File: config.mk
export PLATFORM = sky130hd
export DESIGN_NAME = bd_chain_walker
export DESIGN_NICKNAME = d
export VERILOG_FILES = /design/src/rtl/bdw_pkg.sv /design/src/rtl/bdw_mem_port.sv /design/src/rtl/bdw_event_gen.sv /design/src/rtl/bd_chain_walker.sv
export SDC_FILE = /design/constraint.sdc
export NUM_CORES = 1
export LEC_CHECK = 0
export ABC_AREA = 1
export CAP_MARGIN = 15
export CORE_MARGIN = 4
export CORE_UTILIZATION = 35
export DETAILED_ROUTE_END_ITERATION = 12
export MAX_ROUTING_LAYER = met4
export PLACE_DENSITY = 0.65
export SLEW_MARGIN = 20
export SYNTH_ARGS = -nofsm -noshare
export SYNTH_HDL_FRONTEND = slang
export SYNTH_SLANG_ARGS = --single-unit
File: constraint.sdc
create_clock -name clk -period 2.8 [get_ports clk]
set_clock_uncertainty 0.05 [all_clocks]
set_input_delay 0.7 -clock clk [delete_from_list [all_inputs] [get_ports clk]]
set_output_delay 0.7 -clock clk [all_outputs]
set_load 0.01 [all_outputs]
File: src/rtl/bdw_pkg.sv
package bdw_pkg;

    localparam int WORD_W  = 32;
    localparam int LEN_W   = 9;
    localparam int MAX_LEN = 256;

    // control word bit positions (descriptor format)
    localparam int B_IRQ_DESC = 16;
    localparam int B_IRQ_PKT  = 17;
    localparam int B_END      = 19;
    localparam int B_RECV     = 20;
    localparam int B_DDR      = 21;
    localparam int B_DUAL     = 22;
    localparam int B_QUAD     = 23;
    localparam int B_LSB      = 25;
    localparam int B_CS_LO    = 28;
    localparam int B_CS_DROP  = 30;
    localparam int B_OWNED    = 31;

    // word byte offsets inside one descriptor
    localparam int OFS_CTRL = 0;
    localparam int OFS_BUF  = 8;
    localparam int OFS_NEXT = 12;

    typedef enum logic [1:0] {
        LANES_X1 = 2'd0,
        LANES_X2 = 2'd1,
        LANES_X4 = 2'd2
    } lanes_e;

    typedef enum logic [2:0] {
        ST_IDLE,
        ST_RD_CTRL,
        ST_RD_BUF,
        ST_RD_NEXT,
        ST_XFER,
        ST_HALT
    } walk_state_e;

    typedef struct packed {
        logic [LEN_W-1:0] len;
        logic             recv;
        logic             ddr;
        lanes_e           lanes;
        logic             lsb_first;
        logic [1:0]       cs;
        logic             cs_drop;
    } xfer_attr_t;

    typedef struct packed {
        logic owned;
        logic list_end;
        logic irq_desc;
        logic irq_pkt;
        logic len_bad;
    } desc_flags_t;

    function automatic lanes_e pick_lanes(input logic quad, input logic dual);
        if (quad)      return LANES_X4;
        else if (dual) return LANES_X2;
        else           return LANES_X1;
    endfunction

    function automatic xfer_attr_t decode_attr(input logic [WORD_W-1:0] w);
        xfer_attr_t a;
        a.len       = w[LEN_W-1:0];
        a.recv      = w[B_RECV];
        a.ddr       = w[B_DDR];
        a.lanes     = pick_lanes(w[B_QUAD], w[B_DUAL]);
        a.lsb_first = w[B_LSB];
        a.cs        = w[B_CS_LO +: 2];
        a.cs_drop   = w[B_CS_DROP];
        return a;
    endfunction

    function automatic desc_flags_t decode_flags(input logic [WORD_W-1:0] w);
        desc_flags_t f;
        f.owned    = w[B_OWNED];
        f.list_end = w[B_END];
        f.irq_desc = w[B_IRQ_DESC];
        f.irq_pkt  = w[B_IRQ_PKT];
        f.len_bad  = (w[LEN_W-1:0] > LEN_W'(MAX_LEN));
        return f;
    endfunction

endpackage

File: src/rtl/bdw_mem_port.sv
module bdw_mem_port #(
    parameter int AW = 32,
    parameter int DW = 32
) (
    input  logic          clk,
    input  logic          rst,
    input  logic          flush,
    input  logic          rd_want,
    input  logic [AW-1:0] rd_addr,
    output logic          mem_req,
    output logic [AW-1:0] mem_addr,
    input  logic          mem_rvalid,
    input  logic [DW-1:0] mem_rdata,
    output logic          word_valid,
    output logic [DW-1:0] word_data
);

    logic pending;

    assign mem_req    = rd_want && !pending && !flush;
    assign mem_addr   = rd_addr;
    assign word_valid = pending && mem_rvalid;
    assign word_data  = mem_rdata;

    always_ff @(posedge clk) begin
        if (rst || flush) begin
            pending <= 1'b0;
        end else if (mem_req) begin
            pending <= 1'b1;
        end else if (mem_rvalid) begin
            pending <= 1'b0;
        end
    end

    AST_ONE_OUTSTANDING: assert property (@(posedge clk) disable iff (rst)
        mem_req |=> !mem_req) else $error("second read issued while one outstanding");

endmodule

File: src/rtl/bdw_event_gen.sv
module bdw_event_gen (
    input  logic clk,
    input  logic rst,
    input  logic done_fire,
    input  logic err_fire,
    input  logic irq_desc,
    input  logic pkt_hit,
    output logic evt_desc_done,
    output logic evt_pkt_done,
    output logic evt_error
);

    always_ff @(posedge clk) begin
        if (rst) begin
            evt_desc_done <= 1'b0;
            evt_pkt_done  <= 1'b0;
            evt_error     <= 1'b0;
        end else begin
            evt_desc_done <= done_fire && irq_desc;
            evt_pkt_done  <= done_fire && pkt_hit;
            evt_error     <= err_fire;
        end
    end

    AST_ERR_EXCLUSIVE: assert property (@(posedge clk) disable iff (rst)
        evt_error |-> !(evt_desc_done || evt_pkt_done)) else $error("error event with completion event");

    AST_DESC_PULSE: assert property (@(posedge clk) disable iff (rst)
        evt_desc_done |=> !evt_desc_done) else $error("descriptor event longer than one cycle");

endmodule

File: src/rtl/bd_chain_walker.sv
module bd_chain_walker
    import bdw_pkg::*;
#(
    parameter int AW = 32
) (
    input  logic              clk,
    input  logic              rst,
    input  logic [2:0]        run_ctrl,
    input  logic [AW-1:0]     base_addr,
    output logic [AW-1:0]     cur_addr,
    output logic              busy,
    output logic              mem_req,
    output logic [AW-1:0]     mem_addr,
    input  logic              mem_rvalid,
    input  logic [WORD_W-1:0] mem_rdata,
    output logic              cmd_valid,
    output logic [AW-1:0]     cmd_buf_addr,
    output logic [LEN_W-1:0]  cmd_len,
    output logic              cmd_recv,
    output logic              cmd_ddr,
    output logic [1:0]        cmd_lanes,
    output logic              cmd_lsb_first,
    output logic [1:0]        cmd_cs,
    output logic              cmd_cs_release,
    input  logic              cmd_done,
    output logic              evt_desc_done,
    output logic              evt_pkt_done,
    output logic              evt_error
);

    localparam logic [AW-1:0] NULL_PTR = '0;

    walk_state_e   state;
    logic [AW-1:0] cur, buf_ptr, next_ptr;
    xfer_attr_t    attr;
    logic          end_flag, irq_desc_flag, irq_pkt_flag;

    logic          abort, start_ok, poll_en;
    logic          rd_want;
    logic [AW-1:0] rd_addr;
    logic          word_valid;
    logic [WORD_W-1:0] word_data;
    desc_flags_t   fl_now;
    logic          err_fire, done_fire, chain_stop;

    assign abort    = (run_ctrl == 3'b000);
    assign start_ok = (run_ctrl == 3'b111);
    assign poll_en  = run_ctrl[1];

    always_comb begin
        rd_want = 1'b1;
        rd_addr = cur;
        case (state)
            ST_RD_CTRL: rd_addr = cur + AW'(OFS_CTRL);
            ST_RD_BUF:  rd_addr = cur + AW'(OFS_BUF);
            ST_RD_NEXT: rd_addr = cur + AW'(OFS_NEXT);
            default:    rd_want = 1'b0;
        endcase
    end

    bdw_mem_port #(.AW(AW), .DW(WORD_W)) u_mem_port (
        .clk        (clk),
        .rst        (rst),
        .flush      (abort),
        .rd_want    (rd_want),
        .rd_addr    (rd_addr),
        .mem_req    (mem_req),
        .mem_addr   (mem_addr),
        .mem_rvalid (mem_rvalid),
        .mem_rdata  (mem_rdata),
        .word_valid (word_valid),
        .word_data  (word_data)
    );

    assign fl_now     = decode_flags(word_data);
    assign chain_stop = end_flag || (next_ptr == NULL_PTR);
    assign err_fire   = (state == ST_RD_CTRL) && word_valid && !abort &&
                        ((!fl_now.owned && !poll_en) || (fl_now.owned && fl_now.len_bad));
    assign done_fire  = (state == ST_XFER) && cmd_done && !abort;

    always_ff @(posedge clk) begin
        if (rst) begin
            state         <= ST_IDLE;
            cur           <= '0;
            buf_ptr       <= '0;
            next_ptr      <= '0;
            attr          <= '0;
            end_flag      <= 1'b0;
            irq_desc_flag <= 1'b0;
            irq_pkt_flag  <= 1'b0;
        end else if (abort) begin
            state <= ST_IDLE;
        end else begin
            case (state)
                ST_IDLE: begin
                    if (start_ok) begin
                        cur   <= base_addr;
                        state <= ST_RD_CTRL;
                    end
                end
                ST_RD_CTRL: begin
                    if (word_valid) begin
                        attr          <= decode_attr(word_data);
                        end_flag      <= fl_now.list_end;
                        irq_desc_flag <= fl_now.irq_desc;
                        irq_pkt_flag  <= fl_now.irq_pkt;
                        if (err_fire)
                            state <= ST_HALT;
                        else if (fl_now.owned)
                            state <= ST_RD_BUF;
                    end
                end
                ST_RD_BUF: begin
                    if (word_valid) begin
                        buf_ptr <= word_data[AW-1:0];
                        state   <= ST_RD_NEXT;
                    end
                end
                ST_RD_NEXT: begin
                    if (word_valid) begin
                        next_ptr <= word_data[AW-1:0];
                        state    <= ST_XFER;
                    end
                end
                ST_XFER: begin
                    if (cmd_done) begin
                        if (chain_stop) begin
                            state <= ST_HALT;
                        end else begin
                            cur   <= next_ptr;
                            state <= ST_RD_CTRL;
                        end
                    end
                end
                default: state <= ST_HALT;
            endcase
        end
    end

    bdw_event_gen u_events (
        .clk           (clk),
        .rst           (rst),
        .done_fire     (done_fire),
        .err_fire      (err_fire),
        .irq_desc      (irq_desc_flag),
        .pkt_hit       (irq_pkt_flag && end_flag),
        .evt_desc_done (evt_desc_done),
        .evt_pkt_done  (evt_pkt_done),
        .evt_error     (evt_error)
    );

    assign cur_addr       = cur;
    assign busy           = (state != ST_IDLE) && (state != ST_HALT);
    assign cmd_valid      = (state == ST_XFER);
    assign cmd_buf_addr   = buf_ptr;
    assign cmd_len        = attr.len;
    assign cmd_recv       = attr.recv;
    assign cmd_ddr        = attr.ddr;
    assign cmd_lanes      = attr.lanes;
    assign cmd_lsb_first  = attr.lsb_first;
    assign cmd_cs         = attr.cs;
    assign cmd_cs_release = attr.cs_drop;

    AST_CMD_HELD: assert property (@(posedge clk) disable iff (rst)
        (cmd_valid && !cmd_done && run_ctrl != 3'b000) |=> cmd_valid) else $error("command dropped early");

    AST_CMD_STABLE: assert property (@(posedge clk) disable iff (rst)
        (cmd_valid && !cmd_done) |=> ($stable(cmd_buf_addr) && $stable(cur_addr))) else $error("command changed while held");

    AST_ABORT_IDLE: assert property (@(posedge clk) disable iff (rst)
        (run_ctrl == 3'b000) |=> (!busy && !cmd_valid)) else $error("stop did not return to idle");

    AST_HALT_NO_READ: assert property (@(posedge clk) disable iff (rst)
        (!busy && run_ctrl != 3'b111) |-> !mem_req) else $error("read issued while not walking");

endmodule

==> summary.md <==
| Metric | Value |
|---|---|
| Syn Std Cell Area | `6650 µm²` |
| CTS tree | `yes` |
| Sum of net half-perimeters after detailed placement | `17600 µm` |
| Final ANT Viol Nets | `0` |
| Slew at the pin closest to its max-slew limit | `0.628 ns` |
| Fin nets | `1400` |
| Register area share after synthesis | `0.370` |
| First-pass GRT wire length | `37100 µm` |
| Synthesis Warnings | `0` |
| Number of inserted diodes | `0` |
| Proportion of layout cells with a drive suffix above 1 | `0.220` |
| R2R setup slack | `0.55 ns` |
| Maximum Capacitance Violations | `0` |
| Required time of the critical path | `2.05 ns` |
| Clk sink count | `123` |
| Proportion of synthesized flip-flops having asynchronous set or reset | `0` |
| Worst hold start | `irq_desc_flag$_SDFFE_PP0P_` |
| Number of standard cells in the layout, taps in and fillers out | `1573` |
| Floorplan die area | `21300 µm²` |
| Most frequently used flop master after synthesis | `sky130_fd_sc_hd__dfxtp_1` |
| Vias per Instance | `4.92` |
| Number of buffers between clock root and the deepest sink | `2` |
| Number of antenna violations at the first check in global routing | `0` |
| Critical R2R Launch | `state[0]$_SDFFE_PP0P_` |
| PwrDens | `714 nW/µm²` |
| Worst Hold Path EP | `u_events.evt_desc_done$_SDFF_PP0_` |
| Highest attainable clock frequency | `358 MHz` |
| Clock-pin slew of the registers on the worst-case setup and hold paths | `0.06 ns` |
| Synth Net Count | `1125` |
| Number of placed I/O pins | `190` |
| Final weighted congestion of routability-driven global placement | `0.924` |
| DR DRC count | `0` |
| Mean area per synthesized cell | `6.33 µm²` |
| Worst vdd rail ir drop | `0.377 mV` |
| Crit Path Category | `register to output port` |
| Area inside the core boundary | `18700 µm²` |
| Number of instances on the worst hold path | `2` |
| Leakage power of the design | `4.56 nW` |
| Die Span X | `146 µm` |
| Hold_buf cts | `0` |
| Worst-case reg-to-reg path depth | `10` |
| Cell row count | `50` |
| Critical path launch point type | `register` |
| RSZ-0062 raised after global routing | `true` |
| Gate count after technology mapping | `1051` |
| Global routing usage summed across all routing layers | `0.218` |
| Final-report max-slew violation count | `0` |
| Sum of negative setup slack | `0 ns` |
| Class of the worst hold path | `register to register` |
| Count of port buffers added during placement | `189` |
| Number of distinct library cells after synthesis | `36` |
| Cells after DPL | `1516` |
| CTS H-tree lvls | `4` |
| Mean routed wirelength per cell | `15.0 µm` |
| Clock root cell | `sky130_fd_sc_hd__clkbuf_16` |
| Result of the run | `complete, no violations` |
| Total congestion overflow after global routing | `0` |
| Crit. End Element | `output port` |
| Max-slew headroom at the worst pin | `0.582` |
| Hold violation total from the final report | `0` |
| Vias after detailed routing | `7747` |
| Number of buffers created by CTS | `17` |
| Post-layout total power | `7.48 mW` |
| Maximum fanout count along the critical path | `5` |
| Overall routed net length | `23600 µm` |
| Minimum period implied by the final worst setup slack | `2.80 ns` |
| Area overhead of the layout relative to synthesis | `57.6%` |
| Final Core Density | `0.561` |
| Total iterations of the first detailed-routing run | `5` |
| Worst-skew pair later-pin latency | `0.41 ns` |
| EDFF count, synth | `0` |
| Vert. Die Dim | `146 µm` |
| Number of global-route vias before repair | `7475` |
| Final setup viols | `0` |
| Starting DRC count in detailed routing | `422` |
| Effective utilization at floorplan | `0.356` |
| Largest net degree at the start of global routing | `66` |
| Reg-to-reg critical path endpoint | `cur_addr[27]$_SDFFE_PP0P_` |
| Number of storage elements in the synthesis netlist | `123` |
| Data arrival, critical path | `2.05 ns` |
| Final clock period utilization by the worst path | `0.999` |
-- critical path, stage by stage (launching register included) --
cell and delay (ns):
sky130_fd_sc_hd__dfxtp_4 0.40, sky130_fd_sc_hd__ha_4 0.14, sky130_fd_sc_hd__inv_1 0.05, sky130_fd_sc_hd__nand2_2 0.09
sky130_fd_sc_hd__inv_4 0.05, sky130_fd_sc_hd__a21oi_4 0.14, sky130_fd_sc_hd__nand2_2 0.10, sky130_fd_sc_hd__nor2_4 0.13
sky130_fd_sc_hd__buf_6 0.12, sky130_fd_sc_hd__buf_6 0.09, sky130_fd_sc_hd__nand2_4 0.04, sky130_fd_sc_hd__o21ai_2 0.12
sky130_fd_sc_hd__buf_2 0.15
-- layout make-up --
class                   count  area (µm²)
fillers                  1821        8220
multi-input cells         734        3760
clock buffers              20         447
repair buffers            314        2820
flip-flops and latches    123        2500
inverters                 136         528
clock inverters            12         138
well taps                 234         293
-- cells in the final DEF, fill, tap and decap left out, types with 8 or more instances in the layout --
cell	synthesis	final
sky130_fd_sc_hd__nor2_4	1	12
sky130_fd_sc_hd__a21oi_1	92	89
sky130_fd_sc_hd__clkbuf_16	0	17
sky130_fd_sc_hd__o21ai_0	148	135
sky130_fd_sc_hd__dfxtp_1	123	103
sky130_fd_sc_hd__buf_6	6	9
sky130_fd_sc_hd__inv_1	133	118
sky130_fd_sc_hd__nor2_2	4	8
sky130_fd_sc_hd__nand4_1	10	10
sky130_fd_sc_hd__nand2_2	1	17
sky130_fd_sc_hd__buf_2	14	17
sky130_fd_sc_hd__inv_2	3	11
sky130_fd_sc_hd__buf_4	3	111
sky130_fd_sc_hd__dfxtp_2	0	14
sky130_fd_sc_hd__clkdlybuf4s50_1	0	159
sky130_fd_sc_hd__nor3_1	20	13
sky130_fd_sc_hd__nor2_1	168	153
sky130_fd_sc_hd__o21ai_1	8	17
sky130_fd_sc_hd__nand3_1	80	72
sky130_fd_sc_hd__nand2_1	176	153
-- how the worst max path moves through the flow --
stage                             startpoint            to  slack (ns)  cells after the start
global route        cur_addr[3]$_SDFFE_PP0P_  mem_addr[27]       -0.10                     13
CTS                 cur_addr[4]$_SDFFE_PP0P_  mem_addr[20]        -0.1                     12
floorplan           cur_addr[3]$_SDFFE_PP0P_  mem_addr[20]        0.32                      9
detailed placement               run_ctrl[1]       mem_req       -0.12                      6
global placement                 run_ctrl[1]       mem_req       -0.06                      6
finish              cur_addr[4]$_SDFFE_PP0P_  mem_addr[27]       0.003                     12
-- cells in the mapped netlist, types with 2 or more instances --
cell type / number / share of area
sky130_fd_sc_hd__xor2_1: 4 / 0.0053
sky130_fd_sc_hd__ha_1: 3 / 0.0056
sky130_fd_sc_hd__clkbuf_1: 29 / 0.016
sky130_fd_sc_hd__a21oi_1: 92 / 0.069
sky130_fd_sc_hd__o21ai_0: 148 / 0.11
sky130_fd_sc_hd__inv_1: 133 / 0.075
sky130_fd_sc_hd__dfxtp_1: 123 / 0.37
sky130_fd_sc_hd__o221ai_1: 3 / 0.0039
sky130_fd_sc_hd__buf_1: 6 / 0.0034
sky130_fd_sc_hd__a22oi_1: 2 / 0.0023
sky130_fd_sc_hd__nand2_1: 176 / 0.099
sky130_fd_sc_hd__nor2_2: 4 / 0.0038
sky130_fd_sc_hd__o21ai_1: 8 / 0.0060
sky130_fd_sc_hd__inv_2: 3 / 0.0017
sky130_fd_sc_hd__nor3_1: 20 / 0.015
sky130_fd_sc_hd__nor2_1: 168 / 0.095
sky130_fd_sc_hd__buf_6: 6 / 0.010
sky130_fd_sc_hd__buf_4: 3 / 0.0034
sky130_fd_sc_hd__a21oi_2: 2 / 0.0026
sky130_fd_sc_hd__nand4_1: 10 / 0.0094
sky130_fd_sc_hd__buf_2: 14 / 0.011
sky130_fd_sc_hd__nand3_1: 80 / 0.060
-- cells by family (layout without fill, tap and decap cells) --
logic type,count (synthesis),count (layout),synth area share
AO/OA/AOI/OAI,261,261,0.204
XOR/XNOR,4,4,0.00526
adder cells (fa/ha/maj),3,3,0.00564
buffers and inverters,194,482,0.121
flip-flops,123,123,0.370
multiplexers,2,2,0.00320
AND/OR/NAND/NOR,464,464,0.291
-- registers in the layout (all words and copies together) (netlist names) --
signal,flops
irq_pkt_flag,1
cmd_lanes,2
u_mem_port.pending,1
u_events.evt_error,1
cmd_recv,1
cmd_ddr,1
cmd_lsb_first,1
irq_desc_flag,1
cmd_cs_release,1
state,3
cmd_len,9
u_events.evt_desc_done,1
u_events.evt_pkt_done,1
cmd_cs,2
cur_addr,32
next_ptr,32
cmd_buf_addr,32
end_flag,1
-- per-layer routing --
metal / GRT usage / vias up / wire length [µm] / share of wire
li1: - / 3962 / - / -
met2: 0.338 / 265 / 10700 / 0.45
met1: 0.283 / 3489 / 10900 / 0.46
met4: 0.0537 / 0 / 363 / 0.015
met5: - / - / 0 / 0
met3: 0.0585 / 31 / 1660 / 0.070
-- what timing repair did --
| item | in CTS | in global routing |
|---|---|---|
| buffers inserted | 22 | 6 |
| setup endpoints to repair | 31 | 28 |
| pin swaps | 17 | 29 |
| gates cloned | 0 | 0 |
| gates resized for setup | 166 | 88 |
-- report_power, final --
part	leakage, nW	total (mW)	internal, mW	switching [mW]
registers	1.01	2.21	1.99	0.225
logic	3.27	3.12	1.43	1.69
clock network	0.281	2.15	1.34	0.812
total	4.56	7.48	4.76	2.73
-- stage by stage --
stage	hold slack (ns)	area (µm²)	worst slack (ns)
floorplan	0.366	6650	0.323
CTS	0.393	10300	-0.0992
detailed placement	0.382	9350	-0.118
global placement	0.377	9350	-0.0589
finish	0.389	10500	0.00331
global route	0.401	10500	-0.104
(Power assumes the default switching activity.)
